$ cat src/rtl/lpw_pkg.sv
package lpw_pkg;
  typedef enum logic [1:0] {
    MODE_RUN  = 2'd0,
    MODE_HALT = 2'd1,
    MODE_STOP = 2'd2
  } lpw_mode_e;

  localparam logic [1:0] LVL_IDLE = 2'd0;
  localparam logic [1:0] LVL_MASK = 2'd1;
  localparam logic [1:0] LVL_NMI  = 2'd2;
  localparam logic [1:0] LVL_DBG  = 2'd3;
endpackage

$ cat src/rtl/lpw_prio_enc.sv
module lpw_prio_enc #(
  parameter int W = 32,
  localparam int IDX_W = (W > 1) ? $clog2(W) : 1
) (
  input  logic             clk,
  input  logic             rst,
  input  logic [W-1:0]     req,
  output logic [W-1:0]     grant,
  output logic [IDX_W-1:0] idx,
  output logic             any
);
  always_comb begin
    grant = '0;
    idx   = '0;
    for (int i = W - 1; i >= 0; i--) begin
      if (req[i]) begin
        grant    = '0;
        grant[i] = 1'b1;
        idx      = IDX_W'(i);
      end
    end
    any = |req;
  end

  AST_GRANT_ONEHOT: assert property (@(posedge clk) disable iff (rst)
    $onehot0(grant) && (any == (grant != '0)));
endmodule

$ cat src/rtl/lpw_req_bank.sv
module lpw_req_bank #(
  parameter int BANK_W = 8
) (
  input  logic              clk,
  input  logic              rst,
  input  logic [BANK_W-1:0] set,
  input  logic [BANK_W-1:0] clr,
  output logic [BANK_W-1:0] pend
);
  always_ff @(posedge clk) begin
    if (rst) pend <= '0;
    else     pend <= (pend & ~clr) | set;
  end

  AST_PEND_HOLD: assert property (@(posedge clk) disable iff (rst)
    (set == '0 && clr == '0) |=> $stable(pend));
endmodule

$ cat src/rtl/lpw_mode_ctl.sv
module lpw_mode_ctl
  import lpw_pkg::*;
(
  input  logic clk,
  input  logic rst,
  input  logic halt_wr,
  input  logic stop_wr,
  input  logic wake_src,
  output logic cpu_clk_en,
  output logic osc_en,
  output logic wake_pulse,
  output logic awake
);
  lpw_mode_e mode_q, mode_d;
  logic      wake_d;
  logic      asleep, sleep_req;

  assign asleep    = (mode_q != MODE_RUN);
  assign sleep_req = halt_wr | stop_wr;
  assign awake     = !asleep;

  always_comb begin
    mode_d = mode_q;
    wake_d = 1'b0;
    if (wake_src && (asleep || sleep_req)) begin
      mode_d = MODE_RUN;
      wake_d = 1'b1;
    end else if (stop_wr) begin
      mode_d = MODE_STOP;
    end else if (halt_wr) begin
      mode_d = MODE_HALT;
    end
  end

  always_ff @(posedge clk) begin
    if (rst) begin
      mode_q     <= MODE_RUN;
      cpu_clk_en <= 1'b1;
      osc_en     <= 1'b1;
      wake_pulse <= 1'b0;
    end else begin
      mode_q     <= mode_d;
      cpu_clk_en <= (mode_d == MODE_RUN);
      osc_en     <= (mode_d != MODE_STOP);
      wake_pulse <= wake_d;
    end
  end

  AST_OSC_NEEDS_CLK_OFF: assert property (@(posedge clk) disable iff (rst)
    !osc_en |-> !cpu_clk_en);
  AST_WAKE_RESTORES: assert property (@(posedge clk) disable iff (rst)
    wake_pulse |-> (cpu_clk_en && osc_en));
  AST_EARLY_WAKE: assert property (@(posedge clk) disable iff (rst)
    (awake && sleep_req && wake_src) |=> (wake_pulse && cpu_clk_en));
endmodule

$ cat src/rtl/lpw_wake_arb.sv
module lpw_wake_arb
  import lpw_pkg::*;
#(
  parameter int NUM_BANKS = 4,
  parameter int BANK_W    = 8
) (
  input  logic                                    clk,
  input  logic                                    rst,
  input  logic                                    halt_wr,
  input  logic                                    stop_wr,
  input  logic [1:0]                              level_in,
  input  logic                                    mie,
  input  logic [NUM_BANKS*BANK_W-1:0]             ie,
  input  logic [NUM_BANKS*BANK_W-1:0]             irq_set,
  input  logic                                    nmi_set,
  output logic                                    cpu_clk_en,
  output logic                                    osc_en,
  output logic                                    wake_pulse,
  output logic                                    take_int,
  output logic                                    take_nmi,
  output logic [$clog2(NUM_BANKS*BANK_W)-1:0]     take_idx,
  output logic [1:0]                              level_out,
  output logic [NUM_BANKS*BANK_W-1:0]             irq_pend,
  output logic                                    nmi_pend
);
  localparam int NSRC  = NUM_BANKS * BANK_W;
  localparam int IDX_W = $clog2(NSRC);

  logic [NSRC-1:0]  en_req, grant, clr_mask;
  logic [IDX_W-1:0] win_idx;
  logic             any_req, wake_src, awake;
  logic             nmi_ok, mask_ok, take_nmi_now, take_mask_now;

  for (genvar b = 0; b < NUM_BANKS; b++) begin : g_bank
    lpw_req_bank #(.BANK_W(BANK_W)) u_bank (
      .clk  (clk),
      .rst  (rst),
      .set  (irq_set[b*BANK_W +: BANK_W]),
      .clr  (clr_mask[b*BANK_W +: BANK_W]),
      .pend (irq_pend[b*BANK_W +: BANK_W])
    );
  end

  assign en_req   = irq_pend & ie;
  assign wake_src = nmi_pend | (|en_req);

  lpw_prio_enc #(.W(NSRC)) u_prio (
    .clk   (clk),
    .rst   (rst),
    .req   (en_req),
    .grant (grant),
    .idx   (win_idx),
    .any   (any_req)
  );

  lpw_mode_ctl u_mode (
    .clk        (clk),
    .rst        (rst),
    .halt_wr    (halt_wr),
    .stop_wr    (stop_wr),
    .wake_src   (wake_src),
    .cpu_clk_en (cpu_clk_en),
    .osc_en     (osc_en),
    .wake_pulse (wake_pulse),
    .awake      (awake)
  );

  // Vector decision is separate from the wake decision.
  assign nmi_ok        = nmi_pend && (level_in == LVL_IDLE || level_in == LVL_MASK);
  assign mask_ok       = mie && (level_in == LVL_IDLE) && any_req;
  assign take_nmi_now  = awake && nmi_ok;
  assign take_mask_now = awake && !nmi_ok && mask_ok;
  assign clr_mask      = take_mask_now ? grant : '0;

  always_ff @(posedge clk) begin
    if (rst) begin
      nmi_pend  <= 1'b0;
      take_int  <= 1'b0;
      take_nmi  <= 1'b0;
      take_idx  <= '0;
      level_out <= LVL_IDLE;
    end else begin
      nmi_pend  <= (nmi_pend & ~take_nmi_now) | nmi_set;
      take_int  <= take_nmi_now | take_mask_now;
      take_nmi  <= take_nmi_now;
      take_idx  <= take_mask_now ? win_idx : '0;
      if (take_nmi_now)       level_out <= LVL_NMI;
      else if (take_mask_now) level_out <= LVL_MASK;
      else                    level_out <= level_in;
    end
  end

  AST_NMI_LEVEL: assert property (@(posedge clk) disable iff (rst)
    (take_int && take_nmi) |-> ($past(level_in) < LVL_NMI && level_out == LVL_NMI));
  AST_MASK_GATE: assert property (@(posedge clk) disable iff (rst)
    (take_int && !take_nmi) |-> ($past(mie) && $past(level_in) == LVL_IDLE));
  AST_TAKE_AWAKE: assert property (@(posedge clk) disable iff (rst)
    take_int |-> cpu_clk_en);
endmodule

$ cat config.mk
export PLATFORM = sky130hd
export DESIGN_NAME = lpw_wake_arb
export DESIGN_NICKNAME = d
export VERILOG_FILES = /design/src/rtl/lpw_pkg.sv /design/src/rtl/lpw_prio_enc.sv /design/src/rtl/lpw_req_bank.sv /design/src/rtl/lpw_mode_ctl.sv /design/src/rtl/lpw_wake_arb.sv
export SDC_FILE = /design/constraint.sdc
export NUM_CORES = 1
export LEC_CHECK = 0
export ABC_AREA = 1
export BUFFER_PORTS_ARGS = -buffer_cell sky130_fd_sc_hd__buf_2
export CORE_ASPECT_RATIO = 2
export CORE_MARGIN = 1.5
export CORE_UTILIZATION = 54
export DETAILED_ROUTE_END_ITERATION = 8
export PLACE_DENSITY = 0.86
export REMOVE_ABC_BUFFERS = 1
export SLEW_MARGIN = 40
export SYNTH_ARGS = -nofsm -noshare
export SYNTH_HDL_FRONTEND = slang
export SYNTH_HIERARCHICAL = 1
export SYNTH_SLANG_ARGS = --single-unit
$ cat constraint.sdc
create_clock -name clk -period 5.9 [get_ports clk]
set_clock_uncertainty 0.05 [all_clocks]
set_input_delay 0.59 -clock clk [delete_from_list [all_inputs] [get_ports clk]]
set_output_delay 0.59 -clock clk [all_outputs]
set_load 0.01 [all_outputs]
Word-level counts from Yosys, hierarchy flattened
Cells that the tools add are included.

storage, ports and cells
  register bits after elaboration = 47
  bits of input ports = 72
  logic and storage cells = 131

operators by class
  equal/unequal tests = 2
  multiplexer cells = 70
  bitwise operators = 20
  reductions and logical operators = 21

operators with widths
  cell                  count
  $mux W32              33
  $mux W5               16
  $and A32 B32 Y32      1
  $and A8 B8 Y8         4
  $mux W4               8
  $not A8 Y8            4
  $or A8 B8 Y8          4
  $reduce_or A32 Y1     1
  $reduce_or A18 Y1     1
  $mux W2               7
  $mux W3               4
  $reduce_or A10 Y1     1
  $logic_and A1 B1 Y1   7
  $reduce_or A6 Y1      1
  $logic_not A2 Y1      2
  $or A1 B1 Y1          4
  $reduce_or A4 Y1      1
  $reduce_or A3 Y1      1
  $eq A2 B1 Y1 const B  1
  $logic_not A1 Y1      2
  $logic_or A1 B1 Y1    2
  $mux W1               2
  $ne A2 B2 Y1 const B  1
  $not A1 Y1            2
  other kinds (3)       3

Logic depth before layout (Yosys ltp)
Gate-level depths: netlist of run 1.

  depth in word-level cells = 37
  depth in mapped cells = 24
  gate-level depth less buffers = 24

Modules after synthesis
The synthesis of run 1 kept the hierarchy.

modules (own cells, without submodules)
  module        times used  cells an instance  area each (um2)  sequential area each (um2)
  lpw_req_bank  4           41                 331.6            160.2
  lpw_wake_arb  1           190                1014.7           200.2
  lpw_prio_enc  1           167                705.7            0.0
  lpw_mode_ctl  1           26                 188.9            100.1

Least setup slack after synthesis of run 1
OpenSTA, ideal clock, no wires.

  kind = input port to flip-flop
  from = input port ie[0]
  to = register g_bank[2].u_bank.pend[5]
  arrival = 2.149 ns
  data required time = 5.784 ns
  setup slack = 3.635 ns
  cell stages on the path = 19
  path through = nand2_1 inv_1 nor2_1 nand2_1 nor2_2 inv_2 nor2_4 nand2_2 inv_1 nand2_1 nand2_1 nor2_1 nand4_2 buf_6 buf_8 nor2_4 inv_1 nand2_1 a21oi_2

between the ends
  word-level cells in the longest chain between the ends = 8

ends and longest elaborated chain
  element                 RTL line            RTL
  start, declared         lpw_wake_arb.sv:13  input logic [NUM_BANKS*BANK_W-1:0] ie,
  $and A32 B32 Y32        lpw_wake_arb.sv:44  assign en_req = irq_pend & ie;
  named net en_req[0]     lpw_wake_arb.sv:29  logic [NSRC-1:0] en_req, grant, clr_mask;
  $reduce_or A32 Y1       lpw_prio_enc.sv:22  any = |req;
  named net any_req       lpw_wake_arb.sv:31  logic any_req, wake_src, awake;
  $logic_and A1 B1 Y1     lpw_wake_arb.sv:70  assign mask_ok = mie && (level_in == LVL_IDLE) && any_req;
  $logic_and A1 B1 Y1     lpw_wake_arb.sv:72  assign take_mask_now = awake && !nmi_ok && mask_ok;
  $mux W32                lpw_wake_arb.sv:73  assign clr_mask = take_mask_now ? grant : '0;
  named net clr_mask[21]  lpw_wake_arb.sv:29
  $not A8 Y8              lpw_req_bank.sv:12  else pend <= (pend & ~clr) | set;
  $and A8 B8 Y8           lpw_req_bank.sv:12
  $or A8 B8 Y8            lpw_req_bank.sv:12
  end signal, assigned    lpw_req_bank.sv:12
  end, declared           lpw_req_bank.sv:8   output logic [BANK_W-1:0] pend

The timed path passes the listed nets, and every way through them passes these cells.
A chain may end at the register's enable or synchronous reset.

Worst setup path after layout of run 1
  from = register g_bank[0].u_bank.pend[0]
  to = register g_bank[0].u_bank.pend[5]

between the ends
  word-level cells in the longest chain between the ends = 8

ends and longest elaborated chain
  element                 RTL line
  start, declared         lpw_req_bank.sv:8
  start signal, assigned  lpw_req_bank.sv:12
  $and A32 B32 Y32        lpw_wake_arb.sv:44
  named net en_req[0]     lpw_wake_arb.sv:29
  $reduce_or A32 Y1       lpw_prio_enc.sv:22
  named net any_req       lpw_wake_arb.sv:31
  $logic_and A1 B1 Y1     lpw_wake_arb.sv:70
  $logic_and A1 B1 Y1     lpw_wake_arb.sv:72
  $mux W32                lpw_wake_arb.sv:73
  named net clr_mask[5]   lpw_wake_arb.sv:29
  $not A8 Y8              lpw_req_bank.sv:12
  $and A8 B8 Y8           lpw_req_bank.sv:12
  $or A8 B8 Y8            lpw_req_bank.sv:12

The timed path passes the listed nets, and every way through them passes these cells.

==> impl_results.md, run 1 <==
- Final ANT Viol Nets: 0
- Synth top area share: between 20% and 30%
- IO buf count: roughly 120
- CTS buffer count: 5
- Hold-critical path depth: 2
- Yosys Warn Count: 6
- Tcrit/Tclk final: between 40% and 50%
- CTS Hold Bufs: 0
- Post-CTS setup buffer count: 0
- Clock sinks: 47
- Fmax: about 0.36 GHz
- Initial Util: ~56%
- Worst stage delay on the critical path: 420 ps
- Max Cap Viol: 0
- Drt drc: 6
- Mapped Cells: about 550
- CTS tree: yes
- Slew Limit Fails: 0
- H-tree depth reported by CTS: 2
- Crit. End Element: register
- Top cells by count, synth: inv_1, nand2_1, nor2_1
- First-pass GRT wire length: 13,000 um
- Clock tree buffer depth: 2
- Layout cells sized above 1: a little over a quarter
- Mux cell area share after synthesis: 0%
- Net count, final: approximately 730
- Post-CTS sizing: 0
- Fraction of registers with async set or reset after synthesis: 0%
- Final min period: approximately 2800 ps
- CTS root buf: clkbuf_16
- Largest area contributor in the netlist: dfxtp_1
- Final Wtd Congestion: roughly 0.9
- Crit-path most repeated cell: nand2_1
- Final setup violation count: 0
- Synth cell types: 28
- Initial DRC Count: between 100 and 150
- Fillers: about 540
- CP max stage cell: buf_4
- Req. time, crit path: around 6000 ps
- Core box area: about 0.0058 mm2
- Post-synthesis compound-gate area fraction: a little under an eighth
- Hold-critical path endpoint: g_bank[3].u_bank/pend[5]
- Die Y: approximately 110 um
- Synthesis-to-layout area growth: 22.5%
- Synth top area cells: dfxtp_1, inv_1, nand2_1
- Vias in the first global route: around 3.4k
- Die area: 0.00649 mm2
- Hpwl dp: roughly 6300 um
- Final core utilization: 68.9%
- CP startpoint: g_bank[0].u_bank/pend[0]
- FF-to-FF Start: g_bank[0].u_bank/pend[0]
- Post-DR wirelength/cell: between 10 and 15 um
- I/O Pins: 117
- Row count: 39
- Largest family of logic cells by synthesized area: simple AND/OR/NAND/NOR gates
- Worst-path cell chain: nand2_1, inv_1, nor2_1, nand2_1, nor2_2, inv_2, nor2_4, nand2_2, inv_1, nand2_1, nand2_1, nor2_1, nand4_2, buf_4, nor2_1, inv_1, nand2_1, a21oi_2
- Yosys reg bits: between 40 and 50
- Initial antenna violation count: 0
- Routed WL: around 8000 um
- Syn_area_per_cell: 5.92 um2
- VDD IR-drop max: 0.172 mV
- RR Endpoint: g_bank[0].u_bank/pend[5]
- HP Start: g_bank[3].u_bank/pend[5]
- Final hold viol count: 0
- Sequential fraction of the synthesis area: between 20 and 30%
- Crit Path Category: register to register
- Outcome: complete, but fails checks
- Worst-path clk slew: roughly 70 ps
- Setup TNS: 0 ps
- DR vias/cell: around 4.8
- # diodes: 0
- Worst skew pair latency: about 300 ps
- Post-Synth Simple-Gate Area: 36.1%
- Crit-path max FO: 24
- Critical Path AT: roughly 2900 ps
- R2R Setup Slk: 3130 ps
- Unrepaired setup endpoints after global routing: false
- Synth Area in Adders: 0%
- Pin count of the biggest net entering global routing: 44
- Worst-margin pin slew: roughly 660 ps
- Post-synth EDFFs: 0
- R2R cell count: 18
- Die Wd: roughly 58 um
- Grt total ovfl: 0
- Synth Cell Area: ~0.0032 mm2
- P per Cell Area: approximately 210 mW/mm2
- Slew HR: a little under three fifths
- Total leakage power: around 2.2 nW
- Failing checks: DRC
- HP Class: register to register
- Via count of the routed design: approximately 3.5k
- CP Launch Type: register
- Top FF cell, synth: dfxtp_1
- Synth Area in XOR/XNOR: 0%
- Drt first pass iters: 7
- All-Layer GR Usage: roughly 25%
- Count leader, synth: inv_1
==> how the worst max path moves through the flow <==
stage | to | cells past startpoint
6_report | g_bank[0].u_bank/pend[5] | 18
5_1_grt | g_bank[0].u_bank/pend[5] | 18
4_1_cts | g_bank[0].u_bank/pend[5] | 18
3_5_place_dp | g_bank[0].u_bank/pend[5] | 19
3_3_place_gp | g_bank[1].u_bank/pend[3] | 17
2_1_floorplan | g_bank[0].u_bank/pend[0] | 17
==> area by class of cell <==
type	instances	area (um2)	share of cell area, %
Timing Repair Buffer	118	596	15.0
Sequential cell	47	941	23.7
Multi-Input combinational cell	317	1550	39.2
Clock inverter	3	25.0	0.631
Tap cell	61	76.3	1.92
Inverter	173	649	16.4
Clock buffer	5	125	3.16
==> registers in the layout, summed over array words and instances, names as in the netlist <==
name / count
u_mode/wake_pulse: 1
u_mode/cpu_clk_en: 1
g_bank.u_bank/pend: 32
take_idx: 5
take_nmi: 1
level_out: 2
u_mode/osc_en: 1
nmi_pend: 1
u_mode/mode_q: 2
take_int: 1
==> report_power, final <==
part | switching (mW) | leakage [nW] | internal [mW] | total (mW)
clock network | 0.129 | 0.0700 | 0.158 | 0.287
logic | 0.121 | 1.74 | 0.0749 | 0.196
registers | 0.0129 | 0.391 | 0.336 | 0.349
total | 0.263 | 2.20 | 0.570 | 0.833
==> logic make-up (layout without fill, tap and decap cells) <==
| kind of cell | count (synthesis) | count (layout) |
|---|---|---|
| AND/OR/NAND/NOR | 267 | 267 |
| flip-flops | 47 | 47 |
| buffers and inverters | 183 | 299 |
| AO/OA/AOI/OAI | 50 | 50 |
==> cell usage in the layout, fill, tap and decap left out <==
cell type / instances
a21boi_0: 1
a21oi_1: 10
a21oi_2: 34
a31oi_1: 1
buf_2: 116
buf_4: 2
clkbuf_16: 5
clkinv_1: 1
clkinv_4: 2
clkinvlp_4: 1
dfxtp_1: 47
inv_1: 166
inv_2: 6
nand2_1: 137
nand2_2: 1
nand3_1: 11
nand3_2: 1
nand4_1: 4
nand4_2: 1
nor2_1: 84
nor2_2: 1
nor2_4: 11
nor3_1: 7
nor3b_1: 5
nor4_1: 3
nor4b_1: 1
o21ai_0: 3
o31ai_1: 1
==> critical path, delay by kind of cell (launching register included) <==
| kind | cells | cell delay [ps] |
|---|---|---|
| buf+inv | 5 | 750 |
| simple gates | 12 | 1400 |
| compound gates | 1 | 50 |
| flops | 1 | 370 |
==> per-stage QoR <==
step	total power, mW	cell area (um2)	setup WS, ps	hold WS, ps	cells
finish	0.833	3970	3130	430	724
detailed placement	0.550	3810	2880	424	716
CTS	0.837	3970	3120	434	724
floorplan	0.476	3140	3010	448	537
global route	0.874	3970	2780	449	724
global placement	0.545	3810	3000	417	716
==> layer usage <==
metal | global-route usage (%) | vias up | wire [um]
met3 | 4.15 | 26 | 413
met4 | 15.3 | 0 | 333
met1 | 21.4 | 1529 | 2750
met2 | 49.9 | 116 | 4390
met5 | 0 | - | 0
li1 | - | 1791 | -
Power figures use the tool's default switching activity.
==> inputs of run 2 (changes only) <==
--- a/config.mk
+++ b/config.mk
@@ -5,13 +5,13 @@
 export SDC_FILE = /design/constraint.sdc
 export NUM_CORES = 1
 export LEC_CHECK = 0
-export ABC_AREA = 1
+export ABC_AREA = 0
 export BUFFER_PORTS_ARGS = -buffer_cell sky130_fd_sc_hd__buf_2
 export CORE_ASPECT_RATIO = 2
 export CORE_MARGIN = 1.5
-export CORE_UTILIZATION = 54
+export CORE_UTILIZATION = 46
 export DETAILED_ROUTE_END_ITERATION = 8
-export PLACE_DENSITY = 0.86
+export PLACE_DENSITY = 0.78
 export REMOVE_ABC_BUFFERS = 1
 export SLEW_MARGIN = 40
 export SYNTH_ARGS = -nofsm -noshare
==> constraint.sdc (replaced) <==
create_clock -name clk -period 2.5 [get_ports clk]
set_clock_uncertainty 0.05 [all_clocks]
set_input_delay 0.25 -clock clk [delete_from_list [all_inputs] [get_ports clk]]
set_output_delay 0.25 -clock clk [all_outputs]
set_load 0.01 [all_outputs]
==> run 2 against run 1 <==
  * The run now ends clean
  * Largest power group unchanged
  * Fmax grew 13%
  * Largest cell class unchanged
  * Critical endpoint is now take_int
  * Worst setup slack lost 3100 ps
  * Total power grew to 2.6 times the previous value
==> impl_results.md, run 2 <==
- P per Cell Area: 469 mW/mm2 (was 210 mW/mm2)
- Slew HR: 65.0% (was 56.2%)
- Post-synth EDFFs: 0 (unchanged)
- Multi-input logic area: 0.00212 mm2 (was 0.00155 mm2)
- Most frequent cells in the layout: buf_2, buf_4, and2_1 (was inv_1, nand2_1, buf_2)
- Crit Path Category: register to register (unchanged)
- I/O Pins: 117 (unchanged)
- Synth top area cells: dfxtp_1, and2_1, nand2b_4 (was dfxtp_1, inv_1, nand2_1)
- Grt total ovfl: 0 (unchanged)
- Drt drc: 0 (was 6)
- Final min period: 2460 ps (was 2770 ps)
- Vias in the first global route: 3,413 (was 3,405)
- WHS: 130 ps (was 430 ps)
- Comb pwr share: 28.1% (was 23.6%)
- Core box area: 0.00689 mm2 (was 0.00576 mm2)
- IO buf count: 116 (unchanged)
- Post-CTS setup buffer count: 0 (unchanged)
- Initial antenna violation count: 0 (unchanged)
- DR vias/cell: 5.07 (was 4.78)
- Int Power: 1.57 mW (was 0.570 mW)
- Top cells by count, synth: and2_1, dfxtp_1, inv_1 (was inv_1, nand2_1, nor2_1)
- Final setup violation count: 0 (unchanged)
- Tcrit/Tclk final: 98.4% (was 46.9%)
- Count leader, synth: and2_1 (was inv_1)
- Commonest non-fill, non-tap cell in the layout: buf_2 (was inv_1)
- Slew Limit Fails: 0 (unchanged)
- Final ANT Viol Nets: 0 (unchanged)
- Mux cell area share after synthesis: 0% (unchanged)
- Initial Util: 47.4% (was 56.2%)
- CTS root buf: clkbuf_16 (unchanged)
- Biggest register: g_bank.u_bank/pend (unchanged)
- Final Wtd Congestion: 0.910 (was 0.916)
- Storage element area: 941 um2 (unchanged)
- Worst-path clk slew: 60 ps (was 70 ps)
- Largest regs: g_bank.u_bank/pend x32, take_idx x5 (unchanged)
- FF-to-FF Start: g_bank[2].u_bank/pend[0] (was g_bank[0].u_bank/pend[0])
- Yosys Warn Count: 6 (unchanged)
- Clock sinks: 47 (unchanged)
- Crit-path max FO: 6 (was 24)
- Flop pwr share: 37.2% (was 41.9%)
- Post-Synth Simple-Gate Area: 50.4% (was 36.1%)
- Drt first pass iters: 4 (was 7)
- Max reg flops: 32 (unchanged)
- Worst slack, placed: -63.9 ps (was 2880 ps)
- Die Wd: 62.6 um (was 57.7 um)
- Synth cell types: 48 (was 28)
- All-Layer GR Usage: 24.3% (was 25.1%)
- Synth top area share: 28.8% (was 29.1%)
- Final hold viol count: 0 (unchanged)
- Syn_area_per_cell: 8.66 um2 (was 5.92 um2)
- Worst setup endpoint: take_int (was g_bank[0].u_bank/pend[5])
- CTS tree: yes (unchanged)
- Synthesis-to-layout area growth: 43.2% (was 22.5%)
- Yosys reg bits: 47 (unchanged)
- Synth Area in XOR/XNOR: 0% (unchanged)
- Fillers: 632 (was 539)
- # diodes: 0 (unchanged)
- Worst skew pair latency: 290 ps (was 300 ps)
- RR Endpoint: take_int (was g_bank[0].u_bank/pend[5])
- Pin count of the biggest net entering global routing: 20 (was 44)
- CTS buffer count: 5 (unchanged)
- CP startpoint: g_bank[2].u_bank/pend[0] (was g_bank[0].u_bank/pend[0])
- VDD IR-drop max: 0.385 mV (was 0.172 mV)
- Via count of the routed design: 3,353 (was 3,462)
- Clock share of power: 34.7% (was 34.5%)
- Die area: 0.00764 mm2 (was 0.00649 mm2)
- Synth Area in Adders: 0% (unchanged)
- Layout cells sized above 1: 50.8% (was 27.3%)
- Total leakage power: 2.23 nW (was 2.20 nW)
- Hpwl dp: 7460 um (was 6300 um)
- Crit. End Element: register (unchanged)
- Worst-margin pin slew: 524 ps (was 658 ps)
- Routed WL: 9250 um (was 7890 um)
- First-pass GRT wire length: 14,700 um (was 13,000 um)
- Net count, final: 642 (was 734)
- Req. time, crit path: 2630 ps (was 6000 ps)
- Post-DR wirelength/cell: 14.0 um (was 10.9 um)
- Initial DRC Count: 166 (was 130)
- R2R cell count: 10 (was 18)
- CP Launch Type: register (unchanged)
- Max Cap Viol: 0 (unchanged)
- Fin worst setup slack: 39.0 ps (was 3130 ps)
- Fmax: 0.406 GHz (was 0.361 GHz)
- H-tree depth reported by CTS: 2 (unchanged)
- Die Y: 122 um (was 112 um)
- Outcome: complete, no violations (was complete, but fails checks)
- Sequential fraction of the synthesis area: 28.8% (was 29.1%)
- Sw Ratio: 28.3% (was 31.6%)
- Fraction of registers with async set or reset after synthesis: 0% (unchanged)
- R2R Setup Slk: 40 ps (was 3130 ps)
- Post-synthesis compound-gate area fraction: 13.8% (was 11.9%)
- Critical Path AT: 2590 ps (was 2870 ps)
- Synth Cell Area: 0.00326 mm2 (was 0.00324 mm2)
- Largest family of logic cells by synthesized area: simple AND/OR/NAND/NOR gates (unchanged)
- Largest area contributor in the netlist: dfxtp_1 (unchanged)
- Clock tree buffer depth: 2 (unchanged)
- HP Class: primary input to register (was register to register)
- Psw: 0.621 mW (was 0.263 mW)
- Top FF cell, synth: dfxtp_1 (unchanged)
- Mapped Cells: 377 (was 547)
- Row count: 43 (was 39)
## run 2: cell types whose count changed after synthesis, sizes merged, moves of 3 or more
cell / delta
inv: -132
nor4: +15
nand2: -127
or2: +3
a21oi: -4
nor3b: +3
nand3: -7
and2: +75
nor4b: +4
nor2: -68
and3: +7
nand2b: +39
nor2b: +6
## run 2: kinds of logic (layout without fill, tap and decap cells)
kind of cell | after synthesis | count (layout)
AND/OR/NAND/NOR | 222 | 222
AO/OA/AOI/OAI | 58 | 58
buffers and inverters | 50 | 244
flip-flops | 47 | 47
## run 2: cell type report
type / count / share of cell area, %
clock inverter: 3 / 0.937
clock buffer: 5 / 2.68
inverter: 40 / 3.21
multi-input combinational: 280 / 45.4
timing repair buffer: 196 / 25.2
sequential: 47 / 20.1
tap: 90 / 2.41
## run 2: repair_timing
| action | in CTS | in global routing |
|---|---|---|
| endpoints found under the hold margin | 0 | 0 |
| hold buffers | 0 | 0 |
| gates resized for setup | 3 | 2 |
| pin swaps | 0 | 2 |
| cloned | 0 | 2 |
| endpoints found under the setup margin | 1 | 2 |
## run 2: critical path, cell delays in order, from the launching register on
cell and delay [ps]:
dfxtp_1 310, and2_1 160, or4_4 560, and3b_2 270, and3_4 180, nand2_1 70, nand2_2 80, nor4_4 60
buf_6 150, nor2b_2 170, or2_2 290
## run 2: layer usage
metal / vias to the layer above / routed length [um] / track usage [%]
li1: 1647 / - / -
met1: 1562 / 3050 / 22.1
met2: 113 / 5510 / 50.7
met3: 31 / 337 / 2.49
met4: 0 / 344 / 13.2
met5: - / 0 / 0
## run 2: stage by stage
step	total power, mW	area [um2]	cells	setup TNS, ps	utilization [%]
final	2.19	4670	661	0	67.9
after detailed placement	1.44	4480	651	-63.9	65.0
after global routing	2.29	4670	661	-7.92	67.9
after global placement	1.42	4460	649	-6980	64.8
after floorplan	1.13	3190	367	-13580	-
after CTS	2.20	4650	659	0	67.6
## run 2: worst min path at each step
stage	start	endpoint	depth (start not counted)
after detailed placement	stop_wr	u_mode/mode_q[0]	2
final	stop_wr	u_mode/mode_q[0]	2
after floorplan	rst	g_bank[0].u_bank/pend[0]	1
after CTS	stop_wr	u_mode/mode_q[0]	2
after global placement	nmi_set	nmi_pend	3
after global routing	stop_wr	u_mode/mode_q[0]	2
## run 2: power groups by stage
stage / logic [mW] / registers (mW) / clock network (mW)
2_1_floorplan: 0.258 / 0.875 / 0
3_3_place_gp: 0.595 / 0.827 / 0
3_5_place_dp: 0.605 / 0.831 / 0
4_1_cts: 0.611 / 0.814 / 0.774
5_1_grt: 0.668 / 0.819 / 0.805
6_report: 0.617 / 0.815 / 0.760
==> inputs of run 3 (changes only) <==
--- a/config.mk
+++ b/config.mk
@@ -9,12 +9,12 @@
 export BUFFER_PORTS_ARGS = -buffer_cell sky130_fd_sc_hd__buf_2
 export CORE_ASPECT_RATIO = 2
 export CORE_MARGIN = 1.5
-export CORE_UTILIZATION = 46
+export CORE_UTILIZATION = 42
 export DETAILED_ROUTE_END_ITERATION = 8
-export PLACE_DENSITY = 0.78
+export GPL_TIMING_DRIVEN = 0
+export PLACE_DENSITY = 0.77
 export REMOVE_ABC_BUFFERS = 1
 export SLEW_MARGIN = 40
 export SYNTH_ARGS = -nofsm -noshare
 export SYNTH_HDL_FRONTEND = slang
-export SYNTH_HIERARCHICAL = 1
 export SYNTH_SLANG_ARGS = --single-unit
==> run 3 against run 2 <==
  * Area after synthesis fell by 26%
  * Die area down 18%
  * Worst hold slack lost 29 ps
  * Via count fell by 17%
==> impl_results.md, run 3 <==
- Yosys reg bits: 47 (unchanged)
- Post-CTS sizing: 0 (was 3)
- Final ANT Viol Nets: 0 (unchanged)
- H-tree depth reported by CTS: 2 (unchanged)
- Synth Area in Adders: 0% (unchanged)
- Synthesis-to-layout area growth: 33.0% (was 43.2%)
- Yosys Warn Count: 0 (was 6)
- DR vias/cell: 5.87 (was 5.07)
- Setup TNS: 0 ps (unchanged)
- Post-DP Area: 0.00305 mm2 (was 0.00448 mm2)
- Top FF cell, synth: dfxtp_1 (unchanged)
- Max reg flops: 32 (unchanged)
- Sequential fraction of the synthesis area: 39.0% (was 28.8%)
- Post-synth EDFFs: 0 (unchanged)
- Synth Area in XOR/XNOR: 0% (unchanged)
- HP Class: primary input to register (unchanged)
- Outcome: complete, no violations (unchanged)
- CTS buffer count: 5 (unchanged)
- Drt drc: 0 (unchanged)
- Largest family of logic cells by synthesized area: compound AO/OA/AOI/OAI gates (was simple AND/OR/NAND/NOR gates)
- Dpl cells: 469 (was 651)
- Grt total ovfl: 0 (unchanged)
- Pin count of the biggest net entering global routing: 48 (was 20)
- Clock tree buffer depth: 2 (unchanged)
- Drt first pass iters: 4 (unchanged)
- Initial Util: 44.2% (was 47.4%)
- Post-DR wirelength/cell: 15.6 um (was 14.0 um)
- CP Launch Type: register (unchanged)
- Total leakage power: 1.49 nW (was 2.23 nW)
- Req. time, crit path: 2620 ps (was 2630 ps)
- Syn_area_per_cell: 8.10 um2 (was 8.66 um2)
- Initial antenna violation count: 0 (unchanged)
- Fmax: 0.433 GHz (was 0.406 GHz)
- Via count of the routed design: 2,799 (was 3,353)
- IO buf count: 116 (unchanged)
- Die area: 0.00624 mm2 (was 0.00764 mm2)
- R2R Setup Slk: 190 ps (was 40 ps)
- Biggest register: g_bank.u_bank.pend (was g_bank.u_bank/pend)
- Multi-input logic area: 0.00141 mm2 (was 0.00212 mm2)
- Mapped Cells: 298 (was 377)
- Synth Cell Area: 0.00241 mm2 (was 0.00326 mm2)
- Crit. End Element: register (unchanged)
- Slew HR: 54.6% (was 65.0%)
- CTS tree: yes (unchanged)
- Crit-path max FO: 7 (was 6)
- Synth top area share: 39.0% (was 28.8%)
- CP max stage cell: nor3_1 (was or4_4)
- Total power draw: 1.90 mW (was 2.19 mW)
- Crit Path Category: register to register (unchanged)
- Unrepaired setup endpoints after global routing: false
- Die Y: 110 um (was 122 um)
- Post-Synth Simple-Gate Area: 26.6% (was 50.4%)
- All-Layer GR Usage: 23.1% (was 24.3%)
- Routed WL: 7450 um (was 9250 um)
- P per Cell Area: 593 mW/mm2 (was 469 mW/mm2)
- Die Wd: 56.6 um (was 62.6 um)
- Synth top area cells: dfxtp_1, a311oi_1, nor2_1 (was dfxtp_1, and2_1, nand2b_4)
- Post-synthesis compound-gate area fraction: 31.0% (was 13.8%)
- CP bufs+invs: 0 (was 1)
- First-pass GRT wire length: 11,500 um (was 14,700 um)
- Max Cap Viol: 0 (unchanged)
- Core box area: 0.00547 mm2 (was 0.00689 mm2)
- Vias in the first global route: 2,558 (was 3,413)
- CTS Hold Bufs: 0 (unchanged)
- Net count, final: 488 (was 642)
- Final min period: 2310 ps (was 2460 ps)
- Final Wtd Congestion: 0.830 (was 0.910)
- Row count: 38 (was 43)
- Mux cell area share after synthesis: 0% (unchanged)
- Layout cells sized above 1: 31.2% (was 50.8%)
- Critical Path AT: 2430 ps (was 2590 ps)
- WHS: 101 ps (was 130 ps)
- Final setup violation count: 0 (unchanged)
- VDD IR-drop max: 0.373 mV (was 0.385 mV)
- Worst stage delay on the critical path: 460 ps (was 560 ps)
- Count leader, synth: dfxtp_1 (was and2_1)
- CTS root buf: clkbuf_8 (was clkbuf_16)
- Largest regs: g_bank.u_bank.pend x32, take_idx x5 (was g_bank.u_bank/pend x32, take_idx x5)
- Worst skew pair latency: 300 ps (was 290 ps)
- Final Non-Filler Cells: 477 (was 661)
- Commonest non-fill, non-tap cell in the layout: buf_2 (unchanged)
- Fraction of registers with async set or reset after synthesis: 0% (unchanged)
- Slew Limit Fails: 0 (unchanged)
- Post-route cell area: 0.00321 mm2 (was 0.00467 mm2)
- Hpwl dp: 5870 um (was 7460 um)
- Worst-path cell chain: a22o_1, nor4_4, nand4_1, nor3_1, a311oi_1 (was and2_1, or4_4, and3b_2, and3_4, nand2_1, nand2_2, nor4_4, buf_6, nor2b_2, or2_2)
- Final hold viol count: 0 (unchanged)
- Initial DRC Count: 108 (was 166)
- CP delay by family, top: simple AND/OR/NAND/NOR gates (unchanged)
- Post-CTS setup buffer count: 0 (unchanged)
- # diodes: 0 (unchanged)
- Worst-path clk slew: 90 ps (was 60 ps)
- Synth cell types: 41 (was 48)
- Most frequent cells in the layout: buf_2, dfxtp_1, nor2_1 (was buf_2, buf_4, and2_1)
- I/O Pins: 117 (unchanged)
- Largest area contributor in the netlist: dfxtp_1 (unchanged)
- Worst-margin pin slew: 681 ps (was 524 ps)
- Fillers: 532 (was 632)
- Tcrit/Tclk final: 92.3% (was 98.4%)
- Storage element area: 941 um2 (unchanged)
- Top cells by count, synth: dfxtp_1, nor2_1, nand2_1 (was and2_1, dfxtp_1, inv_1)
- Clock sinks: 47 (unchanged)
-- run 3: final cells by class --
cell class / count / share of cell area (%)
multi-input cells: 229 / 44.0
flip-flops and latches: 47 / 29.3
repair buffers: 116 / 18.2
well taps: 60 / 2.34
clock buffers: 5 / 2.14
clock inverters: 3 / 2.10
inverters: 17 / 1.99
-- run 3: per-stage QoR --
stage,worst slack [ps],utilization (%)
2_1_floorplan,476,-
3_3_place_gp,45.1,55.8
3_5_place_dp,24.4,55.8
4_1_cts,6.02,58.3
5_1_grt,7.86,58.7
6_report,193,58.7
-- run 3: routing by layer --
| layer | vias to the layer above | track usage, % | wire [um] |
|---|---|---|---|
| li1 | 1386 | - | - |
| met1 | 1306 | 23.0 | 2670 |
| met2 | 95 | 45.9 | 4320 |
| met3 | 12 | 2.80 | 306 |
| met4 | 0 | 10.5 | 153 |
| met5 | - | 0 | 0 |
-- run 3: logic make-up after synthesis --
| kind of cell | after synthesis |
|---|---|
| and+or+nand+nor | 128 |
| buffers and inverters | 22 |
| DFF | 47 |
| AOI/OAI and AO/OA | 101 |
-- run 3: final timing paths --
| check | cells after the start | endpoint | from |
|---|---|---|---|
| worst min-delay path | 2 | u_mode.mode_q[0] | stop_wr |
| worst max register to register | 5 | g_bank[3].u_bank.pend[3] | g_bank[1].u_bank.pend[0] |
| worst min register to register | 2 | g_bank[0].u_bank.pend[3] | g_bank[0].u_bank.pend[3] |
| worst max-delay path | 5 | g_bank[3].u_bank.pend[3] | g_bank[1].u_bank.pend[0] |
-- run 3: power breakdown --
group	total [mW]	switching [mW]	internal (mW)	leakage, nW
logic	0.393	0.223	0.170	1.03
clock network	0.668	0.269	0.399	0.0644
registers	0.842	0.0492	0.793	0.391
